File: config.mk
export PLATFORM = sky130hd
export DESIGN_NAME = shf_unit
export DESIGN_NICKNAME = d
export VERILOG_FILES = /design/src/rtl/shf_pkg.sv /design/src/rtl/shf_amt_pick.sv /design/src/rtl/shf_rotr.sv /design/src/rtl/shf_fill.sv /design/src/rtl/shf_unit.sv
export SDC_FILE = /design/constraint.sdc
export NUM_CORES = 1
export LEC_CHECK = 0
export BUFFER_PORTS_ARGS = -buffer_cell sky130_fd_sc_hd__buf_4
export CORE_ASPECT_RATIO = 1.75
export CORE_UTILIZATION = 60
export CTS_BUF_LIST = sky130_fd_sc_hd__clkbuf_8
export CTS_CLUSTER_SIZE = 25
export DETAILED_ROUTE_END_ITERATION = 12
export GPL_TIMING_DRIVEN = 1
export PLACE_DENSITY = 0.95
export RECOVER_POWER = 25
export SYNTH_ARGS = -nofsm -noshare
export SYNTH_HDL_FRONTEND = slang
export SYNTH_SLANG_ARGS = --single-unit
File: constraint.sdc
create_clock -name clk -period 0.8 [get_ports clk]
set_input_delay 0.04 -clock clk [delete_from_list [all_inputs] [get_ports clk]]
set_output_delay 0.04 -clock clk [all_outputs]
set_load 0.01 [all_outputs]
File: src/rtl/shf_pkg.sv
package shf_pkg;

  localparam int OP_W = 3;

  typedef enum logic [OP_W-1:0] {
    SHF_LL  = 3'd0,
    SHF_RL  = 3'd1,
    SHF_RA  = 3'd2,
    SHF_ROR = 3'd3,
    SHF_ROL = 3'd4
  } shf_op_e;

  // Codes 0..4 are defined operations; 5..7 are pass-through.
  function automatic logic op_known(logic [OP_W-1:0] code);
    return code <= 3'd4;
  endfunction

  // Left-moving operations are mapped onto the right rotator.
  function automatic logic op_moves_left(logic [OP_W-1:0] code);
    return (code == SHF_LL) || (code == SHF_ROL);
  endfunction

  // Shift kinds clear vacated positions; rotates do not.
  function automatic logic op_masks(logic [OP_W-1:0] code);
    return (code == SHF_LL) || (code == SHF_RL) || (code == SHF_RA);
  endfunction

endpackage

File: src/rtl/shf_amt_pick.sv
module shf_amt_pick #(
  parameter int DATA_W = 32,
  parameter int AMT_W  = $clog2(DATA_W)
) (
  input  logic              amt_src,
  input  logic [AMT_W-1:0]  imm_amt,
  input  logic [DATA_W-1:0] reg_amt,
  output logic [AMT_W-1:0]  amt
);

  localparam logic [DATA_W-1:0] MODULUS = DATA_W;

  logic [DATA_W-1:0] reg_wrapped;

  // DATA_W is a power of two, so the remainder keeps only the low bits.
  always_comb begin
    reg_wrapped = reg_amt % MODULUS;
    amt = amt_src ? reg_wrapped[AMT_W-1:0] : imm_amt;
  end

endmodule

File: src/rtl/shf_rotr.sv
module shf_rotr #(
  parameter int DATA_W = 32,
  parameter int AMT_W  = $clog2(DATA_W)
) (
  input  logic [DATA_W-1:0] din,
  input  logic [AMT_W-1:0]  amt,
  output logic [DATA_W-1:0] dout
);

  logic [DATA_W-1:0] stage [AMT_W+1];

  assign stage[0] = din;

  // One stage per amount bit; stage k rotates by 2**k when its bit is set.
  for (genvar k = 0; k < AMT_W; k++) begin : g_stage
    localparam int STEP = 1 << k;
    logic [DATA_W-1:0] turned;
    assign turned = {stage[k][STEP-1:0], stage[k][DATA_W-1:STEP]};
    assign stage[k+1] = amt[k] ? turned : stage[k];
  end

  assign dout = stage[AMT_W];

endmodule

File: src/rtl/shf_fill.sv
module shf_fill
  import shf_pkg::*;
#(
  parameter int DATA_W = 32,
  parameter int AMT_W  = $clog2(DATA_W)
) (
  input  logic [DATA_W-1:0] rot_in,
  input  logic [AMT_W-1:0]  amt,
  input  logic [OP_W-1:0]   code,
  input  logic              sign_bit,
  output logic [DATA_W-1:0] keep_mask,
  output logic [DATA_W-1:0] shaped
);

  // Positions that survive a right shift by n.
  function automatic logic [DATA_W-1:0] right_keep(logic [AMT_W-1:0] n);
    return {DATA_W{1'b1}} >> n;
  endfunction

  // Positions that survive a left shift by n.
  function automatic logic [DATA_W-1:0] left_keep(logic [AMT_W-1:0] n);
    return {DATA_W{1'b1}} << n;
  endfunction

  logic [DATA_W-1:0] fill_bits;

  always_comb begin
    if (!op_masks(code))      keep_mask = {DATA_W{1'b1}};
    else if (code == SHF_LL)  keep_mask = left_keep(amt);
    else                      keep_mask = right_keep(amt);

    fill_bits = ((code == SHF_RA) && sign_bit) ? ~keep_mask : '0;
    shaped    = (rot_in & keep_mask) | fill_bits;
  end

endmodule

File: src/rtl/shf_unit.sv
module shf_unit
  import shf_pkg::*;
#(
  parameter int DATA_W = 32,
  parameter int AMT_W  = $clog2(DATA_W)
) (
  input  logic              clk,
  input  logic              rst_n,
  input  logic [OP_W-1:0]   op_sel,
  input  logic              amt_src,
  input  logic [AMT_W-1:0]  imm_amt,
  input  logic [DATA_W-1:0] reg_amt,
  input  logic [DATA_W-1:0] operand,
  output logic [DATA_W-1:0] result
);

  // Named internal events, also used by the bound checker.
  logic [AMT_W-1:0]  eff_amt_w;
  logic [AMT_W-1:0]  rot_amt_w;
  logic [DATA_W-1:0] rot_out_w;
  logic [DATA_W-1:0] keep_mask_w;
  logic [DATA_W-1:0] shaped_w;
  logic [DATA_W-1:0] next_res_w;
  logic              op_known_w;

  shf_amt_pick #(.DATA_W(DATA_W), .AMT_W(AMT_W)) u_pick (
    .amt_src (amt_src),
    .imm_amt (imm_amt),
    .reg_amt (reg_amt),
    .amt     (eff_amt_w)
  );

  // A left move by n is a right rotate by (DATA_W - n) mod DATA_W.
  assign rot_amt_w = op_moves_left(op_sel) ? (AMT_W'(0) - eff_amt_w) : eff_amt_w;

  shf_rotr #(.DATA_W(DATA_W), .AMT_W(AMT_W)) u_rot (
    .din  (operand),
    .amt  (rot_amt_w),
    .dout (rot_out_w)
  );

  shf_fill #(.DATA_W(DATA_W), .AMT_W(AMT_W)) u_fill (
    .rot_in    (rot_out_w),
    .amt       (eff_amt_w),
    .code      (op_sel),
    .sign_bit  (operand[DATA_W-1]),
    .keep_mask (keep_mask_w),
    .shaped    (shaped_w)
  );

  assign op_known_w = op_known(op_sel);
  assign next_res_w = op_known_w ? shaped_w : operand;

  always_ff @(posedge clk or negedge rst_n) begin
    if (!rst_n) result <= '0;
    else        result <= next_res_w;
  end

endmodule

==> results of run 1 <==
-- cell families after synthesis --
group	Yosys count
adder cells (fa/ha/maj)	4
XOR/XNOR	4
multiplexers	166
AO/OA/AOI/OAI	152
AND/OR/NAND/NOR	81
buffers and inverters	45
flip-flops	32
-- metrics by stage --
step	std cells	worst slack (ns)	hold WS (ns)	cell area [um2]
floorplan	484	-1.67	-0.256	4390
global placement	753	-1.79	-0.0106	6000
detailed placement	753	-2.05	0.00148	6000
==> PnR_summary.wiki, run 1 <==
{| class="wikitable"
! Metric !! Value
|-
| Status || stopped before the end
|-
| Stage at which the flow ended || 4_1_cts
|-
| First error || [ERROR DPL-0033] detailed placement checks failed during check placement.
|-
| Dominant combinational cell family by area after synthesis || multiplexers
|-
| Total I/O pin count || 107
|-
| Synthesized area per cell || 8.71 um2
|-
| Multiplexer share of the synthesized area || 41.8%
|-
| Post-Syn Instances || 484
|-
| Starting utilization of the core area || 62.0%
|-
| Largest cells by area after synthesis || sky130_fd_sc_hd__mux2i_1 (29%), sky130_fd_sc_hd__dfrtp_1 (19%), sky130_fd_sc_hd__mux2_2 (11%)
|-
| Distinct cells, synth || 54
|-
| Biggest area consumer among synthesized cells || sky130_fd_sc_hd__mux2i_1
|-
| Most used DFF post-synth || sky130_fd_sc_hd__dfrtp_1
|-
| Synth Area in Simple Gates || 8.90%
|-
| CTS Buffer Depth || 2
|-
| Number of flip-flops and latches in the synthesized netlist || 32
|-
| Mapped cell area || 4220 um2
|-
| Post-CTS setup-driven buffer insertion count || 12
|-
| Number of CTS-inserted buffers || 5
|-
| Maximum level of the CTS H-tree || 2
|-
| Number of nets in the synthesized netlist || 563
|-
| Sequential element share of the synthesized area || 19.0%
|-
| Hpwl dp || 16.3 mm
|-
| Horizontal die dimension || 65.4 um
|-
| Count leader, synth || sky130_fd_sc_hd__mux2i_1
|-
| Post-synth top cells || sky130_fd_sc_hd__mux2i_1 (122), sky130_fd_sc_hd__o21ai_0 (51), sky130_fd_sc_hd__a21oi_1 (49)
|-
| Number of warnings issued by yosys || 0
|-
| Clk Tree Root Cell || sky130_fd_sc_hd__clkbuf_8
|-
| PostCTS Resize Cnt || 125
|-
| Site row count || 40
|-
| Fraction of synthesized cell area taken by the top area cell type || 29.0%
|-
| Synthesized-area fraction occupied by ao, oa, aoi and oai cells || 21.2%
|-
| Vertical die dimension || 113 um
|-
| Number of port buffers || 79
|-
| Global placement routability congestion || 1.14
|-
| Count of hold buffers inserted by post-cts repair || 1
|-
| Total clock sinks || 32
|-
| Post-synthesis share of cell area spent on xor and xnor gates || 1.36%
|-
| Number of flops mapped to enable cells by yosys || 0
|-
| Share of synthesized flip-flops with an asynchronous set or reset || 100%
|-
| Post-synthesis share of cell area spent on full adders, half adders and majority gates || 1.19%
|}
==> run 2, diff against run 1 <==
--- a/config.mk
+++ b/config.mk
@@ -6,13 +6,10 @@
 export NUM_CORES = 1
 export LEC_CHECK = 0
 export BUFFER_PORTS_ARGS = -buffer_cell sky130_fd_sc_hd__buf_4
-export CORE_ASPECT_RATIO = 1.75
-export CORE_UTILIZATION = 60
-export CTS_BUF_LIST = sky130_fd_sc_hd__clkbuf_8
-export CTS_CLUSTER_SIZE = 25
+export CORE_UTILIZATION = 40
 export DETAILED_ROUTE_END_ITERATION = 12
 export GPL_TIMING_DRIVEN = 1
-export PLACE_DENSITY = 0.95
+export PLACE_DENSITY_LB_ADDON = 0.15
 export RECOVER_POWER = 25
 export SYNTH_ARGS = -nofsm -noshare
 export SYNTH_HDL_FRONTEND = slang
==> PnR_summary.wiki, run 2 <==
{| class="wikitable"
! Metric !! Value
|-
| Sequential element share of the synthesized area || 19.0% (unchanged)
|-
| Largest cells by area after synthesis || sky130_fd_sc_hd__mux2i_1 (29%), sky130_fd_sc_hd__dfrtp_1 (19%), sky130_fd_sc_hd__mux2_2 (11%)
|-
| Fmax || 445 MHz
|-
| Horizontal die dimension || 105 um (+60%)
|-
| Hpwl dp || 13.8 mm (-15%)
|-
| Synthesized area per cell || 8.71 um2 (unchanged)
|-
| WS Path Type || input pin to register
|-
| Mapped cell area || 4220 um2 (unchanged)
|-
| Setup crit end kind || register
|-
| Reported max-cap violation count || 0
|-
| CTS Buffer Depth || 2 (unchanged)
|-
| Count of final setup violators || 51
|-
| Worst slack after detailed placement || -1.91 ns (+0.141 ns)
|-
| Number of nets at the end of the flow || 788
|-
| Violations in the final reports || setup timing
|-
| Pwr Density || 1650 nW/um2
|-
| Cells on Worst Hold Path || 4
|-
| Worst Min Path Start || operand[25]
|-
| Post-Syn Instances || 484 (unchanged)
|-
| Average routed wire per standard cell || 22.3 um
|-
| Setup repair after global routing missed its margin || yes
|-
| Hold WC Path Type || input pin to register
|-
| Count leader, synth || sky130_fd_sc_hd__mux2i_1
|-
| Maximum vdd drop || 0.935 mV
|-
| Crit-path slowest cell || sky130_fd_sc_hd__mux2i_1
|-
| Worst Hold Slack || 0.111 ns
|-
| Clk Tree Root Cell || sky130_fd_sc_hd__clkbuf_8
|-
| Clock network fraction of total power || 11.4%
|-
| Vertical die dimension || 105 um (-7.3%)
|-
| Area overhead of the layout relative to synthesis || 72.7%
|-
| Source of the critical timing path || amt_src
|-
| Crit share post-route || 281%
|-
| PnR worst setup slack || -1.45 ns
|-
| Fraction of synthesized cell area taken by the top area cell type || 29.0% (unchanged)
|-
| Starting utilization of the core area || 41.0% (-21 points)
|-
| GR Overflow Total || 0
|-
| Flip-flop count of the largest register, all copies and words added || 32
|-
| Slowest cell delay on critical path || 0.32 ns
|-
| Number of port buffers || 79 (unchanged)
|-
| Logic depth of the worst path, buffers included || 12
|-
| Crit path launch type || input pin
|-
| Clock-pin slew reported for the worst setup and hold paths after clock tree synthesis || 0.08 ns
|-
| Crit path buffers/inverters || 4
|-
| Site row count || 37 (-7.5%)
|-
| Post-synth top cells || sky130_fd_sc_hd__mux2i_1 (122), sky130_fd_sc_hd__o21ai_0 (51), sky130_fd_sc_hd__a21oi_1 (49)
|-
| Cells along the critical path || buf_12 -> mux2i_4 -> ha_4 -> mux2i_4 -> buf_6 -> buf_12 -> buf_8 -> mux2i_1 -> mux2_2 -> mux2i_1 -> mux2_2 -> o31ai_4
|-
| Number of DRC markers after the initial detailed-route iteration || 577
|-
| Fillcell total || 750
|-
| Reg power frac || 18.6%
|-
| Share of synthesized flip-flops with an asynchronous set or reset || 100% (unchanged)
|-
| Global-route wire length before repair || 26.8 mm
|-
| Total number of vias || 5,049
|-
| Global placement routability congestion || 0.979 (-14%)
|-
| Total routed wirelength || 18.9 mm
|-
| Number of antenna-violating nets in the routed design || 0
|-
| Slew of the pin with the lowest slew margin || 0.662 ns
|-
| Number of warnings issued by yosys || 0 (unchanged)
|-
| Worst Path Arrival || 2.43 ns
|-
| Antenna Diode Count || 0
|-
| Maximum level of the CTS H-tree || 2 (unchanged)
|-
| Largest registers in the final layout || result: 32 flops
|-
| Most frequent cells in the layout || sky130_fd_sc_hd__buf_4 (198), sky130_fd_sc_hd__mux2i_1 (63), sky130_fd_sc_hd__a21oi_1 (47), sky130_fd_sc_hd__buf_6 (39), sky130_fd_sc_hd__o21ai_0 (33)
|-
| Portion of total power attributed to combinational logic || 70.1%
|-
| P_leak || 3.24 nW
|-
| Top fanout value on the critical path || 6
|-
| Largest delay share family, worst path || multiplexers
|-
| Most used DFF post-synth || sky130_fd_sc_hd__dfrtp_1
|-
| Share of post-route cells with drive strength above 1 || 56.6%
|-
| CTS tree || yes
|-
| Largest net degree at the start of global routing || 33
|-
| Status || finished, violations left
|-
| Number of flops mapped to enable cells by yosys || 0 (unchanged)
|-
| Minimum clock period after layout || 2.25 ns
|-
| Data required time at the worst endpoint || 0.99 ns
|-
| Number of CTS-inserted buffers || 5 (unchanged)
|-
| Die Outline Area || 11,000 um2
|-
| Number of nets in the synthesized netlist || 563 (unchanged)
|-
| Number of iterations in the first detailed-routing pass || 5
|-
| Most flop-heavy register || result
|-
| Total clock sinks || 32 (unchanged)
|-
| Internal Power || 7.30 mW
|-
| Distinct cells, synth || 54 (unchanged)
|-
| Number of global-route vias before repair || 4,738
|-
| Switching power total || 4.69 mW
|-
| Final routed DRC violation total || 0
|-
| Sw Share || 39.1%
|-
| Area of the core || 10,300 um2
|-
| Biggest area consumer among synthesized cells || sky130_fd_sc_hd__mux2i_1
|-
| Total I/O pin count || 107 (unchanged)
|-
| Most common library cell in the layout ignoring fill and taps || sky130_fd_sc_hd__buf_4
|-
| Number of flip-flops and latches in the synthesized netlist || 32 (unchanged)
|-
| Max_slew headroom || 55.7%
|-
| Final number of hold-violating endpoints || 0
|-
| Number of antenna violations at the first check in global routing || 0
|-
| Total routing resource utilization after global routing || 32.1%
|-
| Number of pins with negative max-slew slack in the final report || 0
|-
| Per-cell via count in the routed design || 5.98
|}
run 2: cell counts after synthesis:
No cell type changed its count.
run 2: path summary, 6_finish.rpt:
check / endpoint / slack [ns]
setup / recovery: result[4]$_DFF_PN0_ / -1.45
min in group asynchronous: result[27]$_DFF_PN0_ / 0.29
hold / removal: result[25]$_DFF_PN0_ / 0.11
max in group asynchronous: result[17]$_DFF_PN0_ / 0.18
run 2: layer usage:
metal,vias to the layer above,wire (um),global-route usage [%]
met2,313,8420,50.3
met5,-,0,0
met1,2381,7880,43.7
li1,2293,-,-
met4,0,862,12.4
met3,62,1710,5.86
run 2: through the flow:
| step | cell area [um2] | total power [mW] | util (%) | cells | TNS (ns) |
|---|---|---|---|---|---|
| finish | 7290 | 12.0 | 70.9 | 845 | -42.10 |
| global route | 7290 | 12.4 | 70.9 | 845 | -44.40 |
| CTS | 6800 | 10.9 | 66.2 | 836 | -40.24 |
| detailed placement | 6230 | 8.66 | 60.7 | 822 | -54.54 |
| global placement | 6230 | 8.56 | 60.7 | 822 | -53.38 |
| floorplan | 4390 | 5.71 | - | 484 | -48.56 |
run 2: kinds of logic after synthesis:
logic type                 after synthesis  share of synthesized area (%)
AOI/OAI and AO/OA                      152                           21.2
xor gates and xnor gates                 4                           1.36
adders and majority gates                4                           1.19
buffers and inverters                   45                           6.61
DFF                                     32                           19.0
muxes                                  166                           41.8
and+or+nand+nor                         81                           8.90
run 2: what timing repair did:
item	in CTS	in global routing
endpoints found under the setup margin	64	64
hold buffers	1	0
pin swaps	3	8
setup buffers	5	11
hold endpoints to repair	32	0
resized for setup	93	87
cloned	2	0
run 2: cell type report:
cell class / count / area [um2] / share of cell area [%]
inverter: 5 / 21.3 / 0.292
timing repair buffer: 258 / 2320 / 31.8
clock buffer: 7 / 96.3 / 1.32
multi-input combinational: 407 / 3880 / 53.3
tap: 136 / 170 / 2.34
sequential: 32 / 801 / 11.0
run 2: power groups by stage:
stage	logic, mW	clock network [mW]	registers [mW]
finish	8.40	1.36	2.23
global route	8.72	1.45	2.27
CTS	7.27	1.36	2.23
detailed placement	6.48	0	2.18
global placement	6.39	0	2.17
floorplan	3.35	0	2.37
Note: power is estimated with default switching activity, not from simulation.
